--- src/rtl/oc_cnt_pkg.sv ---
package oc_cnt_pkg;
  typedef enum logic [1:0] {
    VERDICT_NONE  = 2'd0,
    VERDICT_CLEAN = 2'd1,
    VERDICT_FAULT = 2'd2
  } verdict_e;
endpackage

--- src/rtl/oc_cycle_capture.sv ---
module oc_cycle_capture
  import oc_cnt_pkg::*;
(
  input  logic     clk_i,
  input  logic     rst_ni,
  input  logic     enable_i,
  input  logic     lo_i,
  input  logic     sense_i,
  output verdict_e verdict_o
);
  logic     lo_q;
  logic     seen_q;
  verdict_e verdict_q;
  logic     fall;

  assign fall = lo_q & ~lo_i;

  always_ff @(posedge clk_i or negedge rst_ni) begin
    if (!rst_ni) begin
      lo_q      <= 1'b0;
      seen_q    <= 1'b0;
      verdict_q <= VERDICT_NONE;
    end else begin
      lo_q      <= lo_i;
      verdict_q <= VERDICT_NONE;
      if (!enable_i) begin
        seen_q <= 1'b0;
      end else if (fall) begin
        verdict_q <= seen_q ? VERDICT_FAULT : VERDICT_CLEAN;
        seen_q    <= 1'b0;
      end else if (lo_i && sense_i) begin
        seen_q <= 1'b1;
      end
    end
  end

  assign verdict_o = verdict_q;

  // verdict is a single-cycle strobe per falling edge
  assert_one_shot_R1: assert property (@(posedge clk_i) disable iff (!rst_ni)
    (verdict_q != VERDICT_NONE) |=> (verdict_q == VERDICT_NONE));

  // sense during off-time leaves the record alone
  assert_off_time_ignored_R2: assert property (@(posedge clk_i) disable iff (!rst_ni)
    (enable_i && !lo_i && !lo_q) |=> (seen_q == $past(seen_q)));

  assert_gate_off_R7: assert property (@(posedge clk_i) disable iff (!rst_ni)
    !enable_i |=> (verdict_q == VERDICT_NONE));
endmodule

--- src/rtl/oc_leaky_count.sv ---
module oc_leaky_count
  import oc_cnt_pkg::*;
#(
  parameter int TRIP_COUNT = 65,
  parameter int CNT_W      = $clog2(TRIP_COUNT + 1)
) (
  input  logic             clk_i,
  input  logic             rst_ni,
  input  logic             clr_i,
  input  verdict_e         verdict_i,
  output logic [CNT_W-1:0] count_o,
  output logic             trip_o
);
  localparam logic [CNT_W-1:0] LIM  = CNT_W'(TRIP_COUNT);
  localparam logic [CNT_W-1:0] LAST = CNT_W'(TRIP_COUNT - 1);

  logic [CNT_W-1:0] count_q;
  logic             trip_q;

  always_ff @(posedge clk_i or negedge rst_ni) begin
    if (!rst_ni) begin
      count_q <= '0;
      trip_q  <= 1'b0;
    end else if (clr_i) begin
      count_q <= '0;
      trip_q  <= 1'b0;
    end else if (!trip_q) begin
      unique case (verdict_i)
        VERDICT_FAULT: begin
          count_q <= count_q + 1'b1;
          if (count_q == LAST) trip_q <= 1'b1;
        end
        VERDICT_CLEAN: if (count_q != '0) count_q <= count_q - 1'b1;
        default: ;
      endcase
    end
  end

  assign count_o = count_q;
  assign trip_o  = trip_q;

  assert_inc_R3: assert property (@(posedge clk_i) disable iff (!rst_ni)
    (verdict_i == VERDICT_FAULT && !clr_i && !trip_q) |=> (count_q == $past(count_q) + 1'b1));

  assert_idle_R3: assert property (@(posedge clk_i) disable iff (!rst_ni)
    (verdict_i == VERDICT_NONE && !clr_i) |=> $stable(count_q));

  assert_dec_R4: assert property (@(posedge clk_i) disable iff (!rst_ni)
    (verdict_i == VERDICT_CLEAN && !clr_i && !trip_q && count_q != '0)
      |=> (count_q == $past(count_q) - 1'b1));

  assert_floor_R4: assert property (@(posedge clk_i) disable iff (!rst_ni)
    (verdict_i == VERDICT_CLEAN && !clr_i && count_q == '0) |=> (count_q == '0));

  assert_trip_at_limit_R6: assert property (@(posedge clk_i) disable iff (!rst_ni)
    $rose(trip_q) |-> (count_q == LIM));

  assert_trip_hold_R6: assert property (@(posedge clk_i) disable iff (!rst_ni)
    (trip_q && !clr_i) |=> (trip_q && count_q == LIM));

  assert_clear_R8: assert property (@(posedge clk_i) disable iff (!rst_ni)
    clr_i |=> (count_q == '0 && !trip_q));
endmodule

--- src/rtl/oc_event_counter.sv ---
module oc_event_counter
  import oc_cnt_pkg::*;
#(
  parameter int TRIP_COUNT = 65,
  parameter int CNT_W      = $clog2(TRIP_COUNT + 1)
) (
  input  logic             clk_i,
  input  logic             rst_ni,
  input  logic             seq_clr_i,
  input  logic             count_en_i,
  input  logic             lo_drive_i,
  input  logic             sense_i,
  output logic             trip_o,
  output logic [CNT_W-1:0] count_o
);
  logic     clr;
  verdict_e verdict;

  assign clr = seq_clr_i | ~count_en_i;

  oc_cycle_capture u_capture (
    .clk_i    (clk_i),
    .rst_ni   (rst_ni),
    .enable_i (~clr),
    .lo_i     (lo_drive_i),
    .sense_i  (sense_i),
    .verdict_o(verdict)
  );

  oc_leaky_count #(
    .TRIP_COUNT(TRIP_COUNT),
    .CNT_W     (CNT_W)
  ) u_count (
    .clk_i    (clk_i),
    .rst_ni   (rst_ni),
    .clr_i    (clr),
    .verdict_i(verdict),
    .count_o  (count_o),
    .trip_o   (trip_o)
  );

  assert_disable_clears_R7: assert property (@(posedge clk_i) disable iff (!rst_ni)
    !count_en_i |=> (count_o == '0 && !trip_o));
endmodule

--- config.mk ---
export PLATFORM = sky130hd
export DESIGN_NAME = oc_event_counter
export DESIGN_NICKNAME = d
export VERILOG_FILES = /design/src/rtl/oc_cnt_pkg.sv /design/src/rtl/oc_cycle_capture.sv /design/src/rtl/oc_leaky_count.sv /design/src/rtl/oc_event_counter.sv
export SDC_FILE = /design/constraint.sdc
export NUM_CORES = 1
export LEC_CHECK = 0
export BUFFER_PORTS_ARGS = -buffer_cell sky130_fd_sc_hd__buf_4
export CORE_UTILIZATION = 40
export CTS_CLUSTER_DIAMETER = 30
export DETAILED_ROUTE_END_ITERATION = 8
export GPL_ROUTABILITY_DRIVEN = 0
export GPL_TIMING_DRIVEN = 1
export RECOVER_POWER = 25
export SYNTH_ARGS = -nofsm -noshare
export SYNTH_HDL_FRONTEND = slang
export SYNTH_HIERARCHICAL = 1
export SYNTH_SLANG_ARGS = --single-unit
--- constraint.sdc ---
create_clock -name clk_i -period 3 [get_ports clk_i]
set_input_delay 0.45 -clock clk_i [delete_from_list [all_inputs] [get_ports clk_i]]
set_output_delay 0.45 -clock clk_i [all_outputs]
set_load 0.005 [all_outputs]
==> flow_metrics.py, run 1 <==
metrics = {
    "outcome": {
        "status": "finished, final reports clean",
    },
    "timing": {
        "hold_viol": 0,
        "tns_ns": 0,
        "max_freq_mhz": 390,
        "fin_crit_sh_pct": 85.5,
        "setup_viol": 0,
        "rsz0062_at_grt": "no",
        "period_minus_slack_ns": 2.56,
        "slew_headroom_pct": 56.3,
        "worst_pin_slew_ns": 0.656,
        "slew_viol_final": 0,
        "hold_ws_ns": 0.334,
        "finalClockSkew_ns": 0.00626,
    },
    "global_routing": {
        "grt_overflow_total": 0,
        "grt_util_all_layers_pct": 16.7,
        "grt_pass1_wl_um": 2330,
        "grt_max_degree": 13,
        "grt_pass1_vias": 523,
        "antenna_found_initial": 0,
    },
    "logic_synthesis": {
        "synth-edff-count": 0,
        "synthFlopType": "dfrtp_1",
        "ys_seq_area_share_pct": 41.3,
        "async_flop_share_pct": 100,
        "synth_cell_types": 35,
        "ys_seq_elements": 12,
        "avgSynthCellArea_um2": 9.82,
        "synth_nets": 82,
        "ys_warn_count": 6,
        "synth_cells": 74,
        "synth_area_um2": 727,
    },
    "placement": {
        "dpl_cell_area_um2": 831,
        "dp_hpwl_um": 1060,
        "dp.cells": 108,
        "port_buffers": 13,
    },
    "worst_setup_path": {
        "crit_family": "simple AND/OR/NAND/NOR gates",
        "crit_type": "flop to flop",
        "crit_fanout": 7,
        "critical_path_required_ns": 3.15,
        "r2r_slack_ns": 0.44,
        "cp_num_buf_inv": 0,
        "slowest_delay_ns": 0.42,
        "startpoint_type": "flop",
        "cp_cell_sequence": "nand2b_1 -> xnor2_1 -> ha_1 -> or4_4 -> or4_1 -> a31oi_1 -> mux2_1",
        "critPathSlowestCell": "or4_4",
        "endpoint_kind": "flop",
        "cp_data_arrival_time_ns": 2.72,
    },
    "layout": {
        "stdcell_area_um2": 856,
        "fillers": 168,
        "syn2layout_area_growth_pct": 17.7,
        "drive_above_1_share_pct": 23.0,
        "post-route-util_pct": 50.1,
        "fin_nets": 97,
        "fin_cells": 112,
        "antennaDiodeCount": 0,
    },
    "routing": {
        "avgViaCountPerCell": 5.31,
        "routedWlPerCell_um": 12.6,
        "via_count": 595,
        "first_pass_iters": 4,
        "drc": 0,
        "drtIter0Drc": 13,
        "routed_wl_um": 1410,
        "final_antenna_net_count": 0,
    },
    "clocking": {
        "cts_tree": "yes",
        "path_clk_slew_ns": 0.07,
        "cts_max_level": 1,
        "worstSkewPairLatency_ns": 0.27,
        "clkSinkCount": 12,
        "clock_path_buffers": 2,
        "cts_inserted_buffers": 3,
        "cts_resized": 0,
        "postCtsHoldBufs": 1,
        "cts_setup_buffers": 0,
        "root_buffer": "clkbuf_4",
    },
    "pwr": {
        "vdd_drop_max_mv": 0.197,
        "p_leak_nw": 0.369,
        "power.density_mw_per_mm2": 327,
    },
    "floorplan": {
        "floorplan.initialDensity_pct": 42.6,
        "ioPinCount": 14,
        "coreArea_mm2": 0.00171,
        "dieArea_mm2": 0.00199,
        "num_rows": 15,
        "die_w_um": 44.6,
        "fp.dieH_um": 44.6,
    },
    "hold_path": {
        "holdCritPathClass": "primary input to flop",
    },
    "flow_run": {
        "cap_violations": 0,
    },
}
-- power by group --
group | internal [mW] | total, mW | switching, mW
combinational | 0.00853 | 0.0190 | 0.0105
sequential | 0.163 | 0.165 | 0.00133
clock | 0.0464 | 0.0967 | 0.0503
-- worst reg2reg max path, delay by kind of cell (launching register included) --
family,cells,cell delay (ns)
AO/OA/AOI/OAI,1,0.20
XOR/XNOR,1,0.18
adder cells (fa/ha/maj),1,0.23
flip-flops,1,0.41
multiplexers,1,0.34
AND/OR/NAND/NOR,3,1.11
-- metal layers --
metal	global-route usage (%)	vias to the layer above	wire, um
met1	20.8	284	660
met5	0	-	0
met3	5.31	2	45
met2	25.9	11	695
met4	8.48	0	12
li1	-	298	-
-- sequential cells by signal (all words and copies together) (netlist names) --
signal,flops
u_capture/lo_q,1
u_capture/seen_q,1
u_capture/verdict_o,2
u_count/count_o,7
u_count/trip_o,1
-- area by class of cell --
cell class,instances,area (um2),share of cell area (%)
multi-input cells,56,394,46.1
repair buffers,14,100,11.7
clock buffers,3,22.5,2.63
well taps,25,31.3,3.65
inverters,2,7.51,0.877
flip-flops and latches,12,300,35.1
-- stage by stage --
stage	setup slack, ns	power, mW
2_1_floorplan	0.574	0.177
3_3_place_gp	0.500	0.187
3_5_place_dp	0.455	0.188
4_1_cts	0.458	0.289
5_1_grt	0.366	0.296
6_report	0.435	0.280
-- worst paths after layout --
path                       cells after the start                  to                    from
setup / recovery                               7  u_count/count_o[6]  u_capture/verdict_o[1]
hold / removal                                 1      u_capture/lo_q              lo_drive_i
setup reg to reg                               7  u_count/count_o[6]  u_capture/verdict_o[1]
hold reg to reg                                1    u_capture/seen_q          u_capture/lo_q
max in group asynchronous                      2      u_count/trip_o                  rst_ni
min in group asynchronous                      2  u_count/count_o[5]                  rst_ni
-- logic make-up after synthesis --
group                    Yosys count  synth area share, %
AND/OR/NAND/NOR                   30                 24.8
AO/OA/AOI/OAI                     15                 13.8
flip-flops                        12                 41.3
buffers and inverters              6                 4.47
multiplexers                       6                 8.61
XOR/XNOR                           3                 3.62
adder cells (fa/ha/maj)            2                 3.44
-- cell usage after synthesis, drive strengths merged, types with 2 or more instances --
master  instances  area (um2)
inv             2        7.51
o21ai           4        20.0
or4             2        18.8
mux2            2        22.5
dfrtp          12         300
a31oi           2        12.5
xnor2           3        26.3
nor4            2        12.5
or3             4        25.0
ha              2        25.0
a21oi           2        10.0
nor2b           2        12.5
mux2i           4        40.0
nand2b          2        12.5
buf             4        25.0
nor3            2        10.0
nand2           2        7.51
nor2            8        30.0
-- layout by cell type (no fill, tap or decap), types with 2 or more instances in the layout --
| cell type | instances |
|---|---|
| or3_1 | 4 |
| o21ai_0 | 4 |
| ha_1 | 2 |
| clkbuf_1 | 2 |
| nand2b_1 | 2 |
| inv_1 | 2 |
| nor3_1 | 2 |
| nor4_1 | 2 |
| clkbuf_4 | 3 |
| a21oi_1 | 2 |
| nand2_1 | 2 |
| a31oi_1 | 2 |
| nor2b_1 | 2 |
| nor2_1 | 8 |
| dfrtp_1 | 12 |
| buf_4 | 11 |
| mux2i_1 | 4 |
| xnor2_1 | 3 |
No activity file was read; power rests on OpenSTA's default activity.
==> inputs of run 2 (changes only) <==
- CORE_UTILIZATION: 40 -> 45
- PLACE_DENSITY: unset -> 0.67
==> flow_metrics.py, run 2 (same netlist as run 1, synthesis figures left out) <==
metrics = {
    "floorplan": {
        "fp.dieH_um": 42.2,
        "die_w_um": 42.2,
        "ioPinCount": 14,
        "floorplan.initialDensity_pct": 48.3,
        "coreArea_mm2": 0.00151,
        "num_rows": 14,
        "dieArea_mm2": 0.00178,
    },
    "clocking": {
        "cts_inserted_buffers": 3,
        "root_buffer": "clkbuf_4",
        "clkSinkCount": 12,
        "cts_resized": 0,
        "clock_path_buffers": 2,
        "path_clk_slew_ns": 0.08,
        "cts_tree": "yes",
        "cts_max_level": 1,
        "worstSkewPairLatency_ns": 0.28,
    },
    "routing": {
        "first_pass_iters": 4,
        "wl_met2_um": 580,
        "routedWlPerCell_um": 14.2,
        "dr.max_layer_used": "met4",
        "dr_wl_met3_um": 91,
        "drc": 0,
        "final_antenna_net_count": 0,
        "via_count": 594,
        "wl_met1_um": 752,
        "routed_wl_um": 1460,
        "avgViaCountPerCell": 5.77,
        "drtIter0Drc": 12,
    },
    "global_routing": {
        "antenna_found_initial": 0,
        "grt_pass1_vias": 516,
        "grt_overflow_total": 0,
        "grt_pass1_wl_um": 2390,
        "grt_util_all_layers_pct": 18.6,
        "grt_max_degree": 13,
    },
    "placement": {
        "port_buffers": 13,
        "dp.cells": 99,
        "dpl_cell_area_um2": 820,
        "dp_hpwl_um": 1040,
    },
    "hold_path": {
        "holdCritPathClass": "primary input to flop",
    },
    "worst_setup_path": {
        "crit_fanout": 7,
        "crit_type": "flop to flop",
        "critical_path_required_ns": 3.16,
        "startpoint_type": "flop",
        "endpoint_kind": "flop",
        "cp_data_arrival_time_ns": 2.71,
    },
    "pwr": {
        "p_leak_nw": 0.369,
        "total_power_mw": 0.286,
        "power.density_mw_per_mm2": 339,
        "vdd_drop_max_mv": 0.231,
    },
    "layout": {
        "fin_nets": 97,
        "mostFrequentLayoutCells": "dfrtp_1 (12), buf_4 (11), nor2_1 (8)",
        "fin_cells": 103,
        "drive_above_1_share_pct": 23.0,
        "fillers": 146,
        "antennaDiodeCount": 0,
        "multi_input_area_um2": 394,
        "seq_area_um2": 300,
        "largest_reg_flops": 7,
        "stdcell_area_um2": 845,
        "syn2layout_area_growth_pct": 16.2,
        "final_common_cell": "dfrtp_1",
        "post-route-util_pct": 56.1,
    },
    "timing": {
        "slew_viol_final": 0,
        "max_freq_mhz": 392,
        "setup_viol": 0,
        "finalClockSkew_ns": 0.00403,
        "tns_ns": 0,
        "fin_crit_sh_pct": 85.0,
        "period_minus_slack_ns": 2.55,
        "hold_viol": 0,
        "slew_headroom_pct": 54.1,
        "worst_pin_slew_ns": 0.689,
        "rsz0062_at_grt": "no",
    },
    "flow_run": {
        "cap_violations": 0,
    },
    "outcome": {
        "status": "finished, final reports clean",
    },
}
run 2: cell counts in the layout (fill, tap and decap cells not counted):
Identical to the previous run, type by type.
run 2: area by class of cell:
cell class | instances | area share [%]
clock buffers | 3 | 2.67
inverters | 2 | 0.889
flip-flops and latches | 12 | 35.6
well taps | 16 | 2.37
multi-input cells | 56 | 46.7
repair buffers | 14 | 11.9
run 2: critical path: stages (launching register included):
cell and delay, ns:
dfrtp_1 0.41, nand2b_1 0.27, xnor2_1 0.18, ha_1 0.23
or4_4 0.42, or4_1 0.40, a31oi_1 0.20, mux2_1 0.33
run 2: stage by stage:
stage	setup slack, ns	hold WS [ns]
5_1_grt	0.326	0.329
3_3_place_gp	0.495	0.301
2_1_floorplan	0.574	0.154
4_1_cts	0.443	0.293
6_report	0.449	0.325
3_5_place_dp	0.454	0.303
run 2: what timing repair did:
item | 4_1_cts | 5_1_grt
hold buffers | 1 | 0
endpoints found under the hold margin | 6 | 0
buffers inserted | 0 | 0
run 2: path summary, 6_finish.rpt:
path / endpoint / startpoint / slack (ns) / cells past startpoint
hold reg to reg: u_capture/seen_q / u_capture/lo_q / 0.48 / 1
min in group asynchronous: u_count/count_o[3] / rst_ni / 0.72 / 2
setup / recovery: u_count/count_o[6] / u_capture/verdict_o[1] / 0.45 / 7
max in group asynchronous: u_capture/seen_q / rst_ni / 1.84 / 2
setup reg to reg: u_count/count_o[6] / u_capture/verdict_o[1] / 0.45 / 7
hold / removal: u_capture/lo_q / lo_drive_i / 0.32 / 1
run 2: routing by layer:
metal | global-route usage, % | vias up
li1 | - | 301
met1 | 26.4 | 266
met2 | 24.9 | 22
met3 | 6.47 | 5
met4 | 9.38 | 0
met5 | 0 | -
run 2: power breakdown:
part / leakage (nW) / switching [mW] / internal, mW / total (mW)
Sequential: 0.165 / 0.00125 / 0.163 / 0.164
Combinational: 0.190 / 0.0105 / 0.00853 / 0.0190
Clock: 0.0138 / 0.0561 / 0.0466 / 0.103
Total: 0.369 / 0.0679 / 0.218 / 0.286
==> inputs of run 3 (changes only) <==
- ABC_CLOCK_PERIOD_IN_PS: unset -> 3000
- CORE_MARGIN: unset -> 3
- SYNTH_HIERARCHICAL: 1 -> unset
==> flow_metrics.py, run 3 <==
metrics = {
    "worst_setup_path": {
        "crit_fanout": 10,
        "startpoint_type": "flop",
        "endpoint_kind": "flop",
        "critical_path_required_ns": 3.21,
        "crit_type": "flop to flop",
        "cp_data_arrival_time_ns": 2.30,
    },
    "timing": {
        "max_freq_mhz": 478,
        "period_minus_slack_ns": 2.09,
        "setup_viol": 0,
        "hold_viol": 0,
        "final.setup.worst_slack_ns": 0.907,
        "fin_crit_sh_pct": 69.8,
        "slew_headroom_pct": 55.4,
        "slew_viol_final": 0,
        "rsz0062_at_grt": "no",
        "worst_pin_slew_ns": 0.668,
        "tns_ns": 0,
        "finalClockSkew_ns": 0.00125,
    },
    "clocking": {
        "cts_resized": 0,
        "root_buffer": "clkbuf_4",
        "worstSkewPairLatency_ns": 0.28,
        "clock_path_buffers": 2,
        "path_clk_slew_ns": 0.08,
        "cts_inserted_buffers": 3,
        "cts_setup_buffers": 0,
        "cts_max_level": 1,
        "cts_tree": "yes",
        "clkSinkCount": 12,
    },
    "logic_synthesis": {
        "ys_seq_elements": 12,
        "synth_mux_area_share_pct": 3.97,
        "synth_xor_area_share_pct": 1.16,
        "synthFlopType": "dfrtp_1",
        "yosys-top-cells-area": "dfrtp_1 (40%), nand2b_1 (5.0%), a21oi_1 (4.0%)",
        "synth_cells": 80,
        "synth-edff-count": 0,
        "synth_common_cells": "dfrtp_1 (12), a21oi_1 (6), nand2b_1 (6), nor2_1 (6), nand2_1 (5)",
        "synth_fa_ha_area_share_pct": 1.65,
        "yosys.area_share.simple_pct": 31.4,
        "ys_warn_count": 0,
        "async_flop_share_pct": 100,
        "synth_compound_area_share_pct": 19.7,
        "synth_nets": 87,
        "ys_seq_area_share_pct": 39.7,
        "synth_most_common_cell": "dfrtp_1",
        "synth_cell_types": 33,
        "synth_top_family_by_area": "simple AND/OR/NAND/NOR gates",
        "synth_area_um2": 757,
        "avgSynthCellArea_um2": 9.46,
        "yosysTopAreaCellShare_pct": 39.7,
        "synth_area_leader_cell": "dfrtp_1",
    },
    "floorplan": {
        "ioPinCount": 14,
        "fp.dieH_um": 47.0,
        "num_rows": 14,
        "coreArea_mm2": 0.00154,
        "floorplan.initialDensity_pct": 49.1,
        "die_w_um": 47.0,
        "dieArea_mm2": 0.00221,
    },
    "routing": {
        "dr_wl_met3_um": 97,
        "routed_wl_um": 1660,
        "dr.max_layer_used": "met4",
        "drc": 0,
        "wl_met2_um": 790,
        "wl_met1_um": 742,
        "via_count": 686,
        "routedWlPerCell_um": 14.9,
        "first_pass_iters": 4,
        "drtIter0Drc": 22,
        "final_antenna_net_count": 0,
        "avgViaCountPerCell": 6.13,
    },
    "pwr": {
        "total_power_mw": 0.318,
        "seqPwrFrac_pct": 51.6,
        "vdd_drop_max_mv": 0.269,
        "clkPwrFrac_pct": 41.9,
        "switching_share_pct": 23.0,
        "p_sw_mw": 0.0732,
        "power.density_mw_per_mm2": 355,
        "p_leak_nw": 0.379,
        "comb_power_share_pct": 6.5,
        "p_int_mw": 0.245,
    },
    "global_routing": {
        "grt_overflow_total": 0,
        "grt_max_degree": 13,
        "antenna_found_initial": 0,
        "grt_pass1_vias": 590,
        "grt_pass1_wl_um": 2750,
        "grt_util_all_layers_pct": 18.0,
    },
    "placement": {
        "dp.cells": 107,
        "dp_hpwl_um": 1190,
        "post-place-ws_ns": 0.932,
        "port_buffers": 13,
    },
    "layout": {
        "seq_area_um2": 300,
        "syn2layout_area_growth_pct": 18.7,
        "multi_input_area_um2": 438,
        "post-route-util_pct": 58.3,
        "final_common_cell": "dfrtp_1",
        "fin_nets": 104,
        "drive_above_1_share_pct": 17.7,
        "fillers": 140,
        "mostFrequentLayoutCells": "dfrtp_1 (12), buf_4 (11), nand2b_1 (6), nor2_1 (6), a21oi_1 (6)",
        "fin_cells": 112,
        "largest_reg_flops": 7,
        "antennaDiodeCount": 0,
    },
    "outcome": {
        "status": "finished, final reports clean",
    },
    "hold_path": {
        "holdCritPathClass": "primary input to flop",
    },
    "flow_run": {
        "cap_violations": 0,
    },
}
==> run 3: cells by family after synthesis <==
logic type | after synthesis
xor gates and xnor gates | 1
DFF | 12
adders and majority gates | 1
and+or+nand+nor | 38
muxes | 3
AOI/OAI and AO/OA | 22
buffers and inverters | 3
==> run 3: final cells by class <==
| type | count | share of cell area (%) |
|---|---|---|
| Tap cell | 16 | 2.23 |
| Sequential cell | 12 | 33.4 |
| Timing Repair Buffer | 14 | 11.1 |
| Inverter | 1 | 0.418 |
| Clock buffer | 4 | 4.04 |
| Multi-Input combinational cell | 65 | 48.7 |
==> run 3: power by group through the flow <==
stage	sequential [mW]	clock, mW	combinational, mW
after floorplan	0.167	0	0.00975
after global placement	0.167	0	0.0208
after global routing	0.165	0.143	0.0233
final	0.164	0.134	0.0206
after CTS	0.164	0.136	0.0221
after detailed placement	0.168	0	0.0211
==> run 3: repair_timing <==
action,4_1_cts,5_1_grt
hold endpoints to repair,5,0
hold buffers,1,0
setup endpoints to repair,0,0
==> run 3: per-layer routing <==
layer	vias to the layer above	global-route usage [%]
met5	-	0
met2	29	26.0
met1	310	24.9
met4	0	9.39
li1	342	-
met3	5	4.21
==> run 3: worst max-delay path, stage by stage, from the launching register on <==
cell	delay (ns)
dfrtp_1	0.41
nand2b_1	0.29
xnor2_1	0.19
ha_1	0.25
or3_1	0.38
a211oi_1	0.30
mux2i_1	0.21
==> run 3: final timing paths <==
path	startpoint	end	slack (ns)	cells past startpoint
min reg2reg	u_capture.seen_q	u_capture.verdict_o[0]	0.49	1
max in group asynchronous	rst_ni	u_capture.lo_q	1.86	2
min in group asynchronous	rst_ni	u_count.count_o[5]	0.72	2
min	lo_drive_i	u_capture.lo_q	0.32	1
max reg2reg	u_capture.verdict_o[1]	u_count.count_o[4]	0.91	6
max	u_capture.verdict_o[1]	u_count.count_o[4]	0.91	6
==> run 3: metrics by stage <==
| step | hold WS [ns] | area (um2) |
|---|---|---|
| after floorplan | 0.154 | 757 |
| after global placement | 0.299 | 860 |
| after detailed placement | 0.302 | 860 |
| after CTS | 0.295 | 906 |
| after global routing | 0.333 | 898 |
| final | 0.322 | 898 |
